===== src/rtl/quad_dac_pkg.sv =====
package quad_dac_pkg;

    localparam int unsigned NUM_CH = 4;
    localparam int unsigned ADDR_W = $clog2(NUM_CH);

    typedef logic [ADDR_W-1:0] ch_addr_t;
    typedef logic [NUM_CH-1:0] ch_mask_t;

    // one-hot channel select from the frame address
    function automatic ch_mask_t decode_addr(input ch_addr_t addr);
        ch_mask_t m;
        m = '0;
        m[addr] = 1'b1;
        return m;
    endfunction

endpackage


===== src/rtl/quad_dac_serial.sv =====
module quad_dac_serial
    import quad_dac_pkg::*;
#(
    parameter int unsigned DATA_W = 16
) (
    input  logic              clk_i,
    input  logic              rst_n_i,
    input  logic              sclk_i,
    input  logic              cs_n_i,
    input  logic              sdi_i,
    output logic              sdo_o,
    output logic              wr_en_o,
    output ch_addr_t          wr_addr_o,
    output logic [DATA_W-1:0] wr_data_o
);

    localparam int unsigned FRAME_W = ADDR_W + DATA_W;
    localparam int unsigned CNT_W   = $clog2(FRAME_W + 2);
    localparam logic [CNT_W-1:0] CNT_FULL = CNT_W'(FRAME_W);
    localparam logic [CNT_W-1:0] CNT_SAT  = CNT_W'(FRAME_W + 1);

    typedef struct packed {
        logic [FRAME_W-1:0] shreg;
        logic [CNT_W-1:0]   cnt;
        logic               sclk_prev;
        logic               cs_n_prev;
        logic               sdo;
    } ser_state_t;

    ser_state_t st_d, st_q;
    logic sclk_rise, sclk_fall, cs_fall, cs_rise;
    logic [CNT_W-1:0] cnt_base;

    always_comb begin
        sclk_rise = sclk_i & ~st_q.sclk_prev & ~cs_n_i;
        sclk_fall = ~sclk_i & st_q.sclk_prev & ~cs_n_i;
        cs_fall   = ~cs_n_i & st_q.cs_n_prev;
        cs_rise   = cs_n_i & ~st_q.cs_n_prev;
        cnt_base  = cs_fall ? '0 : st_q.cnt;

        st_d           = st_q;
        st_d.sclk_prev = sclk_i;
        st_d.cs_n_prev = cs_n_i;
        st_d.cnt       = cnt_base;
        if (sclk_rise) begin
            st_d.shreg = {st_q.shreg[FRAME_W-2:0], sdi_i};
            if (cnt_base != CNT_SAT) begin
                st_d.cnt = cnt_base + 1'b1;
            end
        end
        if (sclk_fall) begin
            st_d.sdo = st_q.shreg[FRAME_W-1];
        end
    end

    always_ff @(posedge clk_i or negedge rst_n_i) begin
        if (!rst_n_i) begin
            st_q           <= '0;
            st_q.cs_n_prev <= 1'b1;
        end else begin
            st_q <= st_d;
        end
    end

    assign sdo_o     = st_q.sdo;
    assign wr_en_o   = cs_rise && (st_q.cnt == CNT_FULL);
    assign wr_addr_o = st_q.shreg[FRAME_W-1 -: ADDR_W];
    assign wr_data_o = st_q.shreg[DATA_W-1:0];

    // deselected port never shifts
    assert_idle_no_shift_R8: assert property (@(posedge clk_i) disable iff (!rst_n_i)
        cs_n_i |=> $stable(st_q.shreg))
        else $error("shift register moved while deselected");

    // serial output only moves on a selected falling edge
    assert_sdo_hold_R7: assert property (@(posedge clk_i) disable iff (!rst_n_i)
        (cs_n_i || sclk_i || !st_q.sclk_prev) |=> $stable(sdo_o))
        else $error("serial output changed outside a falling edge");

endmodule


===== src/rtl/quad_dac_channel.sv =====
module quad_dac_channel #(
    parameter int unsigned DATA_W = 16
) (
    input  logic              clk_i,
    input  logic              rst_n_i,
    input  logic              clr_n_i,
    input  logic              msb_sel_i,
    input  logic              ldac_n_i,
    input  logic              wr_en_i,
    input  logic [DATA_W-1:0] wr_data_i,
    output logic [DATA_W-1:0] dac_o
);

    localparam logic [DATA_W-1:0] HALF_SCALE = {1'b1, {(DATA_W-1){1'b0}}};

    typedef struct packed {
        logic [DATA_W-1:0] hold;
        logic [DATA_W-1:0] out;
    } chan_state_t;

    chan_state_t st_d, st_q;
    logic [DATA_W-1:0] clear_val;

    always_comb begin
        clear_val = msb_sel_i ? HALF_SCALE : '0;
        st_d = st_q;
        if (!clr_n_i) begin
            st_d.hold = clear_val;
            st_d.out  = clear_val;
        end else begin
            if (wr_en_i) begin
                st_d.hold = wr_data_i;
            end
            if (!ldac_n_i) begin
                st_d.out = st_q.hold;
            end
        end
    end

    always_ff @(posedge clk_i or negedge rst_n_i) begin
        if (!rst_n_i) begin
            st_q <= '0;
        end else begin
            st_q <= st_d;
        end
    end

    assign dac_o = st_q.out;

    assert_hold_no_load_R4: assert property (@(posedge clk_i) disable iff (!rst_n_i)
        (clr_n_i && ldac_n_i) |=> $stable(dac_o))
        else $error("DAC word moved without a load");

    assert_load_copies_R5: assert property (@(posedge clk_i) disable iff (!rst_n_i)
        (clr_n_i && !ldac_n_i) |=> (dac_o == $past(st_q.hold)))
        else $error("load did not copy the input word");

    assert_clear_half_R6: assert property (@(posedge clk_i) disable iff (!rst_n_i)
        (!clr_n_i && msb_sel_i) |=> (dac_o == HALF_SCALE && st_q.hold == HALF_SCALE))
        else $error("half-scale clear value wrong");

    assert_clear_zero_R6: assert property (@(posedge clk_i) disable iff (!rst_n_i)
        (!clr_n_i && !msb_sel_i) |=> (dac_o == '0 && st_q.hold == '0))
        else $error("zero clear value wrong");

endmodule


===== src/rtl/quad_dac_frontend.sv =====
module quad_dac_frontend
    import quad_dac_pkg::*;
#(
    parameter int unsigned DATA_W = 16
) (
    input  logic                           clk_i,
    input  logic                           rst_n_i,
    input  logic                           sclk_i,
    input  logic                           cs_n_i,
    input  logic                           sdi_i,
    input  logic                           ldac_n_i,
    input  logic                           clr_n_i,
    input  logic                           msb_sel_i,
    output logic                           sdo_o,
    output logic [NUM_CH-1:0][DATA_W-1:0]  dac_o
);

    logic              frame_wr;
    ch_addr_t          frame_addr;
    logic [DATA_W-1:0] frame_data;
    ch_mask_t          ch_wr;

    quad_dac_serial #(.DATA_W(DATA_W)) serial_i (
        .clk_i     (clk_i),
        .rst_n_i   (rst_n_i),
        .sclk_i    (sclk_i),
        .cs_n_i    (cs_n_i),
        .sdi_i     (sdi_i),
        .sdo_o     (sdo_o),
        .wr_en_o   (frame_wr),
        .wr_addr_o (frame_addr),
        .wr_data_o (frame_data)
    );

    assign ch_wr = frame_wr ? decode_addr(frame_addr) : '0;

    for (genvar ch = 0; ch < NUM_CH; ch++) begin : g_chan
        quad_dac_channel #(.DATA_W(DATA_W)) chan_i (
            .clk_i     (clk_i),
            .rst_n_i   (rst_n_i),
            .clr_n_i   (clr_n_i),
            .msb_sel_i (msb_sel_i),
            .ldac_n_i  (ldac_n_i),
            .wr_en_i   (ch_wr[ch]),
            .wr_data_i (frame_data),
            .dac_o     (dac_o[ch])
        );
    end

    // a completed frame writes one channel at most
    assert_single_write_R2: assert property (@(posedge clk_i) disable iff (!rst_n_i)
        $onehot0(ch_wr))
        else $error("more than one channel written");

    // no write while the port was already deselected
    assert_no_write_idle_R8: assert property (@(posedge clk_i) disable iff (!rst_n_i)
        cs_n_i |=> (ch_wr == '0 || !$past(cs_n_i)))
        else $error("write issued without a select window");

endmodule


===== config.mk =====
export PLATFORM = sky130hd
export DESIGN_NAME = quad_dac_frontend
export DESIGN_NICKNAME = d
export VERILOG_FILES = /design/src/rtl/quad_dac_pkg.sv /design/src/rtl/quad_dac_serial.sv /design/src/rtl/quad_dac_channel.sv /design/src/rtl/quad_dac_frontend.sv
export SDC_FILE = /design/constraint.sdc
export NUM_CORES = 1
export LEC_CHECK = 0
export BUFFER_PORTS_ARGS = -buffer_cell sky130_fd_sc_hd__buf_2
export CAP_MARGIN = 20
export CORE_MARGIN = 2
export CORE_UTILIZATION = 64
export CTS_CLUSTER_SIZE = 40
export DETAILED_ROUTE_END_ITERATION = 6
export GPL_ROUTABILITY_DRIVEN = 0
export GPL_TIMING_DRIVEN = 0
export PLACE_DENSITY = 0.85
export SETUP_SLACK_MARGIN = 0.5
export SLEW_MARGIN = 10
export SYNTH_ARGS = -nofsm -noshare
export SYNTH_HDL_FRONTEND = slang
export SYNTH_HIERARCHICAL = 1
export SYNTH_SLANG_ARGS = --single-unit
export TNS_END_PERCENT = 10

===== constraint.sdc =====
create_clock -name clk_i -period 5.2 [get_ports clk_i]
set_clock_uncertainty 0.05 [all_clocks]
set_input_delay 1.04 -clock clk_i [delete_from_list [all_inputs] [get_ports clk_i]]
set_output_delay 1.04 -clock clk_i [all_outputs]
set_load 0.01 [all_outputs]

# == After elaboration in Yosys (flattened, before gate mapping) ==
# Index checks and enable logic that the tools add are counted.
# word_totals
word_cells,54
in_bits,8
register_bits,154
output_inout_bits,65
# op_classes
bitwise,10
n_eq_ne,7
magnitude_cmp,2
mux,19
n_reduce_logical,2
addsub,1
# ops
operator,count
16-bit 2-to-1 mux,9
32-bit 2-to-1 mux,4
5-bit 2-to-1 mux,3
"2-bit by 1-bit != test with 1-bit output, second input constant",4
1-bit AND,6
"5-bit by 1-bit adder with 5-bit output, second input constant",1
"5-bit equality test, second input constant",1
"5-bit != test, second input constant",1
4-bit 2-to-1 mux,1
1-bit inverter,4
"2-bit by 3-bit < comparator with 1-bit output, second input constant",1
1-bit demux with 2-bit select,1
"2-bit by 1-bit >= comparator with 1-bit output, second input constant",1
1-bit logical AND,2
"2-bit != test, second input constant",1
1-bit 2-to-1 mux,1

# == Logic depth before layout (Yosys ltp) ==
# Gate-level depths: netlist (run 1).
# logic_depth
ltp_word,7
ltp_mapped,8
mapped_depth_nobuf,6

# == Hierarchy ==
# The synthesis (run 1) kept the hierarchy.
# modules_own_cells
module,seq_area_each_um2,instances,cells_each,area_each_um2
quad_dac_channel,800.8,4,120,1516.5
quad_dac_serial,651.9,1,128,1182.4
quad_dac_frontend,0.0,1,4,37.5

# == Worst setup path before layout (run 1) ==
# No wires, ideal clock.
# synth_path
kind,input to register
start,in cs_n_i
end,reg g_chan[0].chan_i/st_q[31] (netlist bit)
setup_ns,0.132
arrival_ns,2.124
slack_ns,2.894
required_ns,5.018
n_path_buf,2
stages,6
cell_sequence,nor4b_1 nor3b_2 buf_6 buf_12 mux2i_1 a21oi_1
# synth_via
elab_chain_cells,4
# synth_rtl
element,line_no,text
start: declaration,quad_dac_frontend.sv:9,"input logic cs_n_i,"
1-bit AND,quad_dac_serial.sv:38,cs_rise = cs_n_i & ~st_q.cs_n_prev;
1-bit logical AND,quad_dac_serial.sv:66,assign wr_en_o = cs_rise && (st_q.cnt == CNT_FULL);
4-bit 2-to-1 mux,quad_dac_frontend.sv:35,assign ch_wr = frame_wr ? decode_addr(frame_addr) : '0;
via ch_wr[0],quad_dac_frontend.sv:21,ch_mask_t ch_wr;
2-bit by 1-bit != test with 1-bit output (no line),-,
end signal: assignment,quad_dac_channel.sv:44,st_q <= st_d;
end: declaration,quad_dac_channel.sv:21,"chan_state_t st_d, st_q;"
# The timed path passes the listed nets, and every way through them passes these cells.
# A chain may end at the register's enable or synchronous reset.

# == Worst setup path in the final report (run 1) ==
# layout_path
start,reg serial_i/st_q[6] (netlist bit)
end,reg g_chan[0].chan_i/st_q[31] (netlist bit)
# layout_via
elab_chain_cells,4
# layout_rtl
element,line_no,text
start: declaration,quad_dac_serial.sv:30,"ser_state_t st_d, st_q;"
start signal: assignment,quad_dac_serial.sv:61,st_q <= st_d;
5-bit equality test,quad_dac_serial.sv:66,
1-bit logical AND,quad_dac_serial.sv:66,
via frame_wr,quad_dac_frontend.sv:18,logic frame_wr;
4-bit 2-to-1 mux,quad_dac_frontend.sv:35,
via ch_wr[0],quad_dac_frontend.sv:21,
2-bit by 1-bit != test with 1-bit output (no line),-,
# The timed path passes the listed nets, and every way through them passes these cells.

==> results.toml, run 1 <==
[setup_path]
start_kind = "flip-flop"
cp_cell_sequence = "nor3b_1 > nand2_1 > nor4b_1 > nor3b_2 > buf_6 > buf_12 > mux2i_1 > a21oi_1"
path_class = "reg2reg"
end_kind = "flip-flop"
cp_slowest_cell = "nor4b_1"
crit_arrival_ns = 2.79
critPathRequiredTime_ns = 5.44
r2r_cells = 8
slowest_delay_ns = 0.58
crit_fanout = 10

[timing]
tns_ns = 0
tightest_slew_ns = 0.662
fmax_mhz = 392
final-hold-violation-count = 0
finalMaxSlewViolations = 0
final.min_clock_period_ns = 2.55
setup_ws_ns = 2.65
rsz0062_at_grt = "no"
relSlewSlack_pct = 55.2
timing.final.crit_share_pct = 49.0
setup_viol = 0

[finish]
final_util_pct = 76.8
fin_cells = 855
seqCellArea_um2 = 3850
final_cell_mix = "dfrtp_1 (153), mux2i_1 (129), nor2b_1 (121)"
nFillCells = 692
final_nets = 711
drive_above_1_share_pct = 29.0
layout_commonest_cell = "dfrtp_1"
multi_input_area_um2 = 2500
final_area_um2 = 8430
layout-area-overhead-vs-synth_pct = 15.7
antenna_cells = 0

[status]
status = "completed"

[logic_synthesis]
syn_area_um2 = 7290
synth-async-reset-ratio_pct = 100
synth.distinct_cells = 27
ys_seq_area_share_pct = 52.9
syn_avg_cell_area_um2 = 11.9
synthFlopType = "dfrtp_1"
yosysWarnings = 6
netlist_instances = 612
synth_edf_count = 0
synth_fp_nets = 620
ys_ff_latch = 154

[global_routing]
grt_pass1_vias = 4467
grt-busiest-layer = "met2"
use_met3_pct = 6.18
grtUsageTotal_pct = 22.9
grt_use_met1_pct = 30.8
grt_max_degree = 89
grt_overflow = 0
use_met2_pct = 36.1
grt_first_pass_wirelength_um = 22200
antenna_found_initial = 0

[clock_tree]
tritoncts = "built"
htreeDepth = 4
postCtsSetupBuffers = 0
holdBufCountCts = 0
cts.sinks = 154
root_buffer = "clkbuf_16"
numCtsBuffers = 17
post_cts_resized = 0
clkSlewWorstSetupHoldPaths_ns = 0.06
clockBufferDepth = 2
clk_latency_ns = 0.42

[place]
dp.cells = 824
placed_area_um2 = 7850
pre_cts_ws_ns = 2.35
numPortBuffers = 71
dp_hpwl_um = 9300

[min_path]
min_path_cells = 2
min_path_type = "reg2reg"

[floorplan]
row_count = 38
core_um2 = 11000
die-area_um2 = 12300
start_util_pct = 66.3
num_io_pins = 73
die_h_um = 111
die_w_um = 111

[pwr]
p_comb_share_pct = 7.0
swShare_pct = 21.8
power_density_nw_per_um2 = 311
pwr-share-seq_pct = 47.4
pwr-share-clk_pct = 45.6
ir_drop_mv = 0.255
leakage_uw = 0.00421
switchingPower_uw = 573
p_int_uw = 2050

[detailed_routing]
first_pass_iters = 5
drtIter0Drc = 217
wl_per_cell_um = 15.4
vias_per_cell = 5.08
route.detailed.drc = 0
drt_wl_total_um = 13200
ant_nets = 0
via_count = 4345

[job]
maxCapViolCount = 0
## power by group through the flow
stage                     logic (uW)  clock network [uW]  registers (uW)
final                            184                1200            1240
after CTS                        185                1210            1240
after detailed placement         183                   0            1260
after global placement           174                   0            1260
after global routing             201                1270            1250
after floorplan                  116                   0            1260
## metal layers
metal  part of all wire, %  vias up
met5                     0        -
met4                   1.5        0
met3                   3.7       20
met2                    48       92
met1                    47     2125
li1                      -     2108
## state kept, by name, indices dropped and copies added (netlist names)
| signal | flops |
|---|---|
| serial_i/wr_data_o | 16 |
| serial_i/sdo_o | 1 |
| g_chan.chan_i/dac_o | 64 |
| serial_i/wr_addr_o | 2 |
| g_chan.chan_i/st_q | 64 |
| serial_i/st_q | 7 |
## cells by family after synthesis
kind of cell	count (synthesis)	share of synthesized area [%]
AND/OR/NAND/NOR	198	15.2
flip-flops	154	52.9
buffers and inverters	114	12.8
AO/OA/AOI/OAI	16	1.20
multiplexers	130	17.9
## worst paths after layout
| path | endpoint | slack, ns | start |
|---|---|---|---|
| max | g_chan[0].chan_i/st_q[31] | 2.65 | serial_i/st_q[6] |
| min | serial_i/wr_data_o[12] | 0.44 | serial_i/wr_data_o[11] |
| max reg2reg | g_chan[0].chan_i/st_q[31] | 2.65 | serial_i/st_q[6] |
| min reg2reg | serial_i/wr_data_o[12] | 0.44 | serial_i/wr_data_o[11] |
| min in group asynchronous | g_chan[0].chan_i/dac_o[9] | 0.51 | rst_n_i |
| max in group asynchronous | g_chan[1].chan_i/st_q[20] | 3.80 | rst_n_i |
## cells in the mapped netlist, drive strengths merged (3+ instances only)
| cell type | n | area [um^2] |
|---|---|---|
| nor3b | 4 | 35.0 |
| dfrtp | 153 | 3830 |
| clkbuf | 14 | 52.6 |
| nor2 | 4 | 15.0 |
| or3 | 3 | 18.8 |
| mux2i | 129 | 1290 |
| buf | 100 | 878 |
| nor2b | 121 | 757 |
| a21oi | 12 | 60.1 |
| nand2 | 56 | 210 |
## worst max-delay path: cells and delay by family, from the launching register on
kind,cells,cell delay [ns]
AO/OA/AOI/OAI,1,0.08
buffers and inverters,2,0.33
flip-flops,1,0.41
multiplexers,1,0.19
AND/OR/NAND/NOR,4,1.37
## layout make-up
| type | count | area share, % |
|---|---|---|
| buffer | 114 | 11.0 |
| multi-input combinational | 344 | 29.6 |
| timing repair buffer | 72 | 4.66 |
| tap | 140 | 2.08 |
| clock buffer | 22 | 5.74 |
| sequential | 154 | 45.7 |
| clock inverter | 9 | 1.13 |
## metrics by stage
| stage | total power (uW) | hold slack, ns |
|---|---|---|
| after global placement | 1440 | 0.424 |
| after floorplan | 1380 | 0.410 |
| final | 2620 | 0.437 |
| after CTS | 2640 | 0.442 |
| after global routing | 2720 | 0.478 |
| after detailed placement | 1450 | 0.428 |
Note: power is estimated with default switching activity, not from simulation.
==> run 2: changes to the inputs <==
- ABC_AREA: default -> 1
- CORE_UTILIZATION: 64 -> 59
- PLACE_DENSITY: 0.85 -> 0.8
- clock period: 5.2 -> 2.7 ns (I/O delays scaled with it)
==> run 2 against run 1 <==
  * Wire length rose by 7.2%
  * Die area rose by 2.6%
  * Cell count rose by 22%
  * Sequential cell count did not move
  * Global-route usage rose by 0.85 points
  * Critical endpoint is now g_chan[3].chan_i/st_q[22]
  * Largest power group unchanged
  * Highest routed layer unchanged
==> results.toml, run 2 <==
[floorplan]
core_um2 = 11400
die_h_um = 112
die_w_um = 112
die-area_um2 = 12600
num_io_pins = 73
row_count = 39
start_util_pct = 60.4

[logic_synthesis]
synth_top_area_share_pct = 55.5
syn_avg_cell_area_um2 = 8.66
synth_edf_count = 0
synth-async-reset-ratio_pct = 100
ys_seq_area_share_pct = 55.9
synthFlopType = "dfrtp_1"
syn_area_um2 = 6900
yosysWarnings = 6
synth_area_leaders = "dfrtp_1 (55%), nand2_1 (21%), buf_4 (11%)"
synth_fp_nets = 805
yosys-top-cells-count = "nand2_1 (379), dfrtp_1 (153), buf_4 (102), nand3_1 (90), inv_1 (20)"
ys_ff_latch = 154
yosys.area.top_type = "dfrtp_1"
netlist_instances = 797
yosys.cell_count.top_type = "nand2_1"
synth.distinct_cells = 19

[detailed_routing]
ant_nets = 0
drtIter0Drc = 420
vias_per_cell = 4.99
via_count = 5224
first_pass_iters = 5
route.detailed.drc = 0
drt_wl_total_um = 14100
wl_per_cell_um = 13.5

[global_routing]
use_met2_pct = 37.7
grt-busiest-layer = "met2"
grtUsageTotal_pct = 23.8
grt_use_met1_pct = 32.2
grt_max_degree = 98
use_met3_pct = 6.32
antenna_found_initial = 0
grt_first_pass_wirelength_um = 23600
grt_overflow = 0
grt_pass1_vias = 5005

[status]
status = "completed"

[timing]
setup_viol = 0
finalMaxSlewViolations = 0
rsz0062_at_grt = "no"
tns_ns = 0
fmax_mhz = 586
timing.final.crit_share_pct = 63.2
final.min_clock_period_ns = 1.71
tightest_slew_ns = 0.517
final-hold-violation-count = 0
relSlewSlack_pct = 65.6

[setup_path]
slowest_delay_ns = 0.41
path_class = "reg2reg"
cp_slowest_cell = "dfrtp_1"
start_kind = "flip-flop"
cp_cell_sequence = "inv_1 > nand3_1 > nor2_1 > nand2_1 > nor2_1 > buf_4 > buf_2 > nand3_1 > nand2_1"
crit_fanout = 10
end_kind = "flip-flop"
crit_arrival_ns = 2.01
critPathRequiredTime_ns = 3.00

[place]
placed_area_um2 = 7480
dp_hpwl_um = 9290
numPortBuffers = 72

[pwr]
leakage_uw = 0.00481
power_uw = 5140
power_density_nw_per_um2 = 636
ir_drop_mv = 0.384

[job]
maxCapViolCount = 0

[clock_tree]
root_buffer = "clkbuf_16"
clkSlewWorstSetupHoldPaths_ns = 0.06
clk_latency_ns = 0.42
tritoncts = "built"
numCtsBuffers = 17
clockBufferDepth = 2
htreeDepth = 4
postCtsSetupBuffers = 0
cts.sinks = 154

[finish]
final_cell_mix = "nand2_1 (379), dfrtp_1 (153), buf_4 (102)"
final_util_pct = 70.8
antenna_cells = 0
final_nets = 898
layout_commonest_cell = "nand2_1"
layout-area-overhead-vs-synth_pct = 17.2
final_area_um2 = 8080
drive_above_1_share_pct = 26.2

[min_path]
min_path_type = "in2reg"
[run 2: cell types whose count changed after synthesis, moves of 14 or more]
cell,before,now
nand3_1,2,90
inv_1,0,20
buf_4,83,102
nand2_1,56,379
clkbuf_1,14,0
nor2b_1,121,0
mux2i_1,129,0
[run 2: final cells by class]
| class | count | area [um^2] |
|---|---|---|
| sequential | 154 | 3850 |
| fill | 867 | 3330 |
| multi-input combinational | 501 | 2090 |
| buffer | 113 | 846 |
| clock buffer | 21 | 450 |
| timing repair buffer | 74 | 408 |
| tap | 143 | 179 |
| clock inverter | 11 | 146 |
| inverter | 29 | 109 |
[run 2: through the flow]
step	cells	setup slack (ns)	hold slack, ns
final	1046	0.993	0.191
after global routing	1046	0.881	0.194
after CTS	1046	1.02	0.183
after detailed placement	1013	0.821	0.403
after global placement	1012	-1.13	0.402
after floorplan	797	1.23	0.194
[run 2: power by group]
group	total [uW]	leakage (uW)	internal, uW	switching [uW]
registers	2400	0.00213	2360	39.9
clock network	2380	0.000275	1470	901
logic	369	0.00241	122	247
[run 2: logic make-up (layout without fill, tap and decap cells)]
| logic type | after synthesis | after routing | synth area share (%) |
|---|---|---|---|
| AOI/OAI and AO/OA | 3 | 3 | 0.218 |
| and+or+nand+nor | 498 | 498 | 30.1 |
| buffers and inverters | 142 | 248 | 13.8 |
| DFF | 154 | 154 | 55.9 |
[run 2: layer usage]
metal  part of all wire, %  up-vias
met3                   6.0       25
met2                    48      152
met1                    44     2465
li1                      -     2582
met4                   1.6        0
met5                     0        -
[run 2: final timing paths]
kind                                      startpoint                          to  slack (ns)  cells after the start
min in group asynchronous                    rst_n_i   g_chan[1].chan_i/dac_o[1]        0.58                      2
max in group asynchronous                    rst_n_i   g_chan[3].chan_i/st_q[31]        1.22                      3
max reg2reg                         serial_i/st_q[3]   g_chan[3].chan_i/st_q[22]        0.99                      9
min                                           sclk_i            serial_i/st_q[2]        0.19                      1
max                                 serial_i/st_q[3]   g_chan[3].chan_i/st_q[22]        0.99                      9
min reg2reg                g_chan[0].chan_i/st_q[28]  g_chan[0].chan_i/dac_o[12]        0.42                      2
[run 2: timing repair]
| item | in CTS | in global routing |
|---|---|---|
| endpoints found under the hold margin | 6 | 0 |
| gates resized for setup | 0 | 0 |
| hold buffers | 1 | 0 |
[run 2: critical path: cells and delay by family (launching register included)]
family / cells / cell delay (ns)
buf+inv: 3 / 0.51
flops: 1 / 0.41
simple gates: 6 / 0.65
==> run 3: changes to the inputs <==
- CORE_UTILIZATION: 59 -> 53
- PLACE_DENSITY: 0.8 -> 0.76
- clock period: 2.7 -> 1.5 ns (I/O delays scaled with it)
==> run 3 against run 2 <==
  * The run now ends with hold timing, setup timing left
  * Critical path depth up 1
  * Non-clock buffer count up 26
  * Clock power up 73%
  * Setup slack worse by 1.0 ns
  * Sequential share of layout area down 5.6 points
  * Largest power group unchanged
  * Hold slack worse by 0.43 ns
  * Via count up 2.1%
  * Clock-buffer cell count up 2
  * Sequential power up 80%
  * Sequential cell count unchanged
  * Final area up 13%
  * Wire length up 8.4%
==> results.toml, run 3 (same netlist as run 2, synthesis figures left out) <==
[timing]
tns_ns = -0.800
tightest_slew_ns = 0.485
setup_viol = 37
finalMaxSlewViolations = 0
fmax_mhz = 647
worst_hold_slack_ns = -0.240
setup_ws_ns = -0.0458
timing.final.crit_share_pct = 103
final-hold-violation-count = 65
relSlewSlack_pct = 67.6
final.min_clock_period_ns = 1.55
rsz0062_at_grt = "yes"

[clock_tree]
clkSlewWorstSetupHoldPaths_ns = 0.06
clk_latency_ns = 0.42
clockBufferDepth = 2
holdBufCountCts = 2
htreeDepth = 4
cts.sinks = 154
numCtsBuffers = 17
tritoncts = "built"
root_buffer = "clkbuf_16"

[setup_path]
path_class = "reg2reg"
end_kind = "flip-flop"
reg2reg_slack_ns = -0.05
crit_fanout = 7
start_kind = "flip-flop"
critPathRequiredTime_ns = 1.77
crit_arrival_ns = 1.81

[global_routing]
grtUsageTotal_pct = 23.2
grt_max_degree = 90
grt_overflow = 0
grt_first_pass_wirelength_um = 25300
grt_pass1_vias = 5149
antenna_found_initial = 0

[floorplan]
die-area_um2 = 13900
core_um2 = 12700
die_w_um = 118
start_util_pct = 54.5
num_io_pins = 73
die_h_um = 118
row_count = 41

[finish]
antenna_cells = 0
final_area_um2 = 9150
nFillCells = 920
final_nets = 924
drive_above_1_share_pct = 33.5
layout-area-overhead-vs-synth_pct = 32.6
final_cell_mix = "nand2_1 (340), dfrtp_1 (153), buf_6 (140)"
layout_commonest_cell = "nand2_1"

[status]
violations = "hold timing, setup timing"
status = "complete, but fails checks"

[pwr]
leakage_uw = 0.00509
power_uw = 9230
ir_drop_mv = 0.820
power_density_nw_per_um2 = 1010

[detailed_routing]
drt_wl_total_um = 15300
vias_per_cell = 4.85
ant_nets = 0
route.detailed.drc = 0
drtIter0Drc = 525
first_pass_iters = 7
via_count = 5335
wl_per_cell_um = 13.9

[place]
placed_area_um2 = 7520
pre_cts_ws_ns = -0.185
numPortBuffers = 72
dp_hpwl_um = 9440

[min_path]
min_path_type = "in2async"

[job]
maxCapViolCount = 0
==> run 3: final cells by class <==
class | count | area (um^2) | share of cell area (%)
Buffer | 113 | 1150 | 12.5
Sequential cell | 154 | 3850 | 42.1
Clock inverter | 9 | 95.1 | 1.04
Inverter | 29 | 111 | 1.22
Multi-Input combinational cell | 501 | 2210 | 24.1
Tap cell | 172 | 215 | 2.35
Timing Repair Buffer | 100 | 1040 | 11.4
Clock buffer | 23 | 478 | 5.22
==> run 3: final timing paths <==
kind	from	to	cells past startpoint
worst max-delay path	serial_i/st_q[3]	g_chan[3].chan_i/st_q[27]	10
worst min-delay path	rst_n_i	g_chan[3].chan_i/dac_o[14]	1
worst max register to register	serial_i/st_q[3]	g_chan[3].chan_i/st_q[27]	10
worst min register to register	g_chan[0].chan_i/st_q[16]	g_chan[0].chan_i/st_q[16]	2
max in group asynchronous	rst_n_i	serial_i/st_q[1]	2
min in group clk_i	sdi_i	serial_i/wr_data_o[0]	3
==> run 3: worst max-delay path: stages, from the launching register on <==
cell and delay, ns:
dfrtp_1 0.40, inv_2 0.07, nand3_2 0.06, nor2_2 0.16, nand2_1 0.10, nor2_2 0.14
buf_6 0.15, nor2_4 0.06, buf_6 0.13, nand2_1 0.06, nand2_1 0.05
==> run 3: timing repair <==
item | in CTS | in global routing
resized for setup | 240 | 22
setup endpoints to repair | 152 | 191
gates cloned | 1 | 1
hold endpoints to repair | 67 | 65
setup buffers | 17 | 6
pin swaps | 22 | 6
==> run 3: metal layers <==
layer | vias to the layer above | global-route usage, % | share of wire, %
met5 | - | 0 | 0
met4 | 0 | 11.3 | 3.0
met3 | 35 | 4.94 | 5.2
met2 | 147 | 35.7 | 49
met1 | 2519 | 31.2 | 43
li1 | 2634 | - | -
==> run 3: metrics by stage <==
step / std cells / utilization [%]
after global placement: 1041 / 59.1
after detailed placement: 1042 / 59.4
after global routing: 1101 / 72.2
final: 1101 / 72.2
after floorplan: 797 / -
after CTS: 1094 / 71.3
==> run 3: power breakdown <==
part           switching, uW  internal [uW]
combinational            480            301
sequential              80.0           4250
clock                   1570           2560
total                   2130           7100
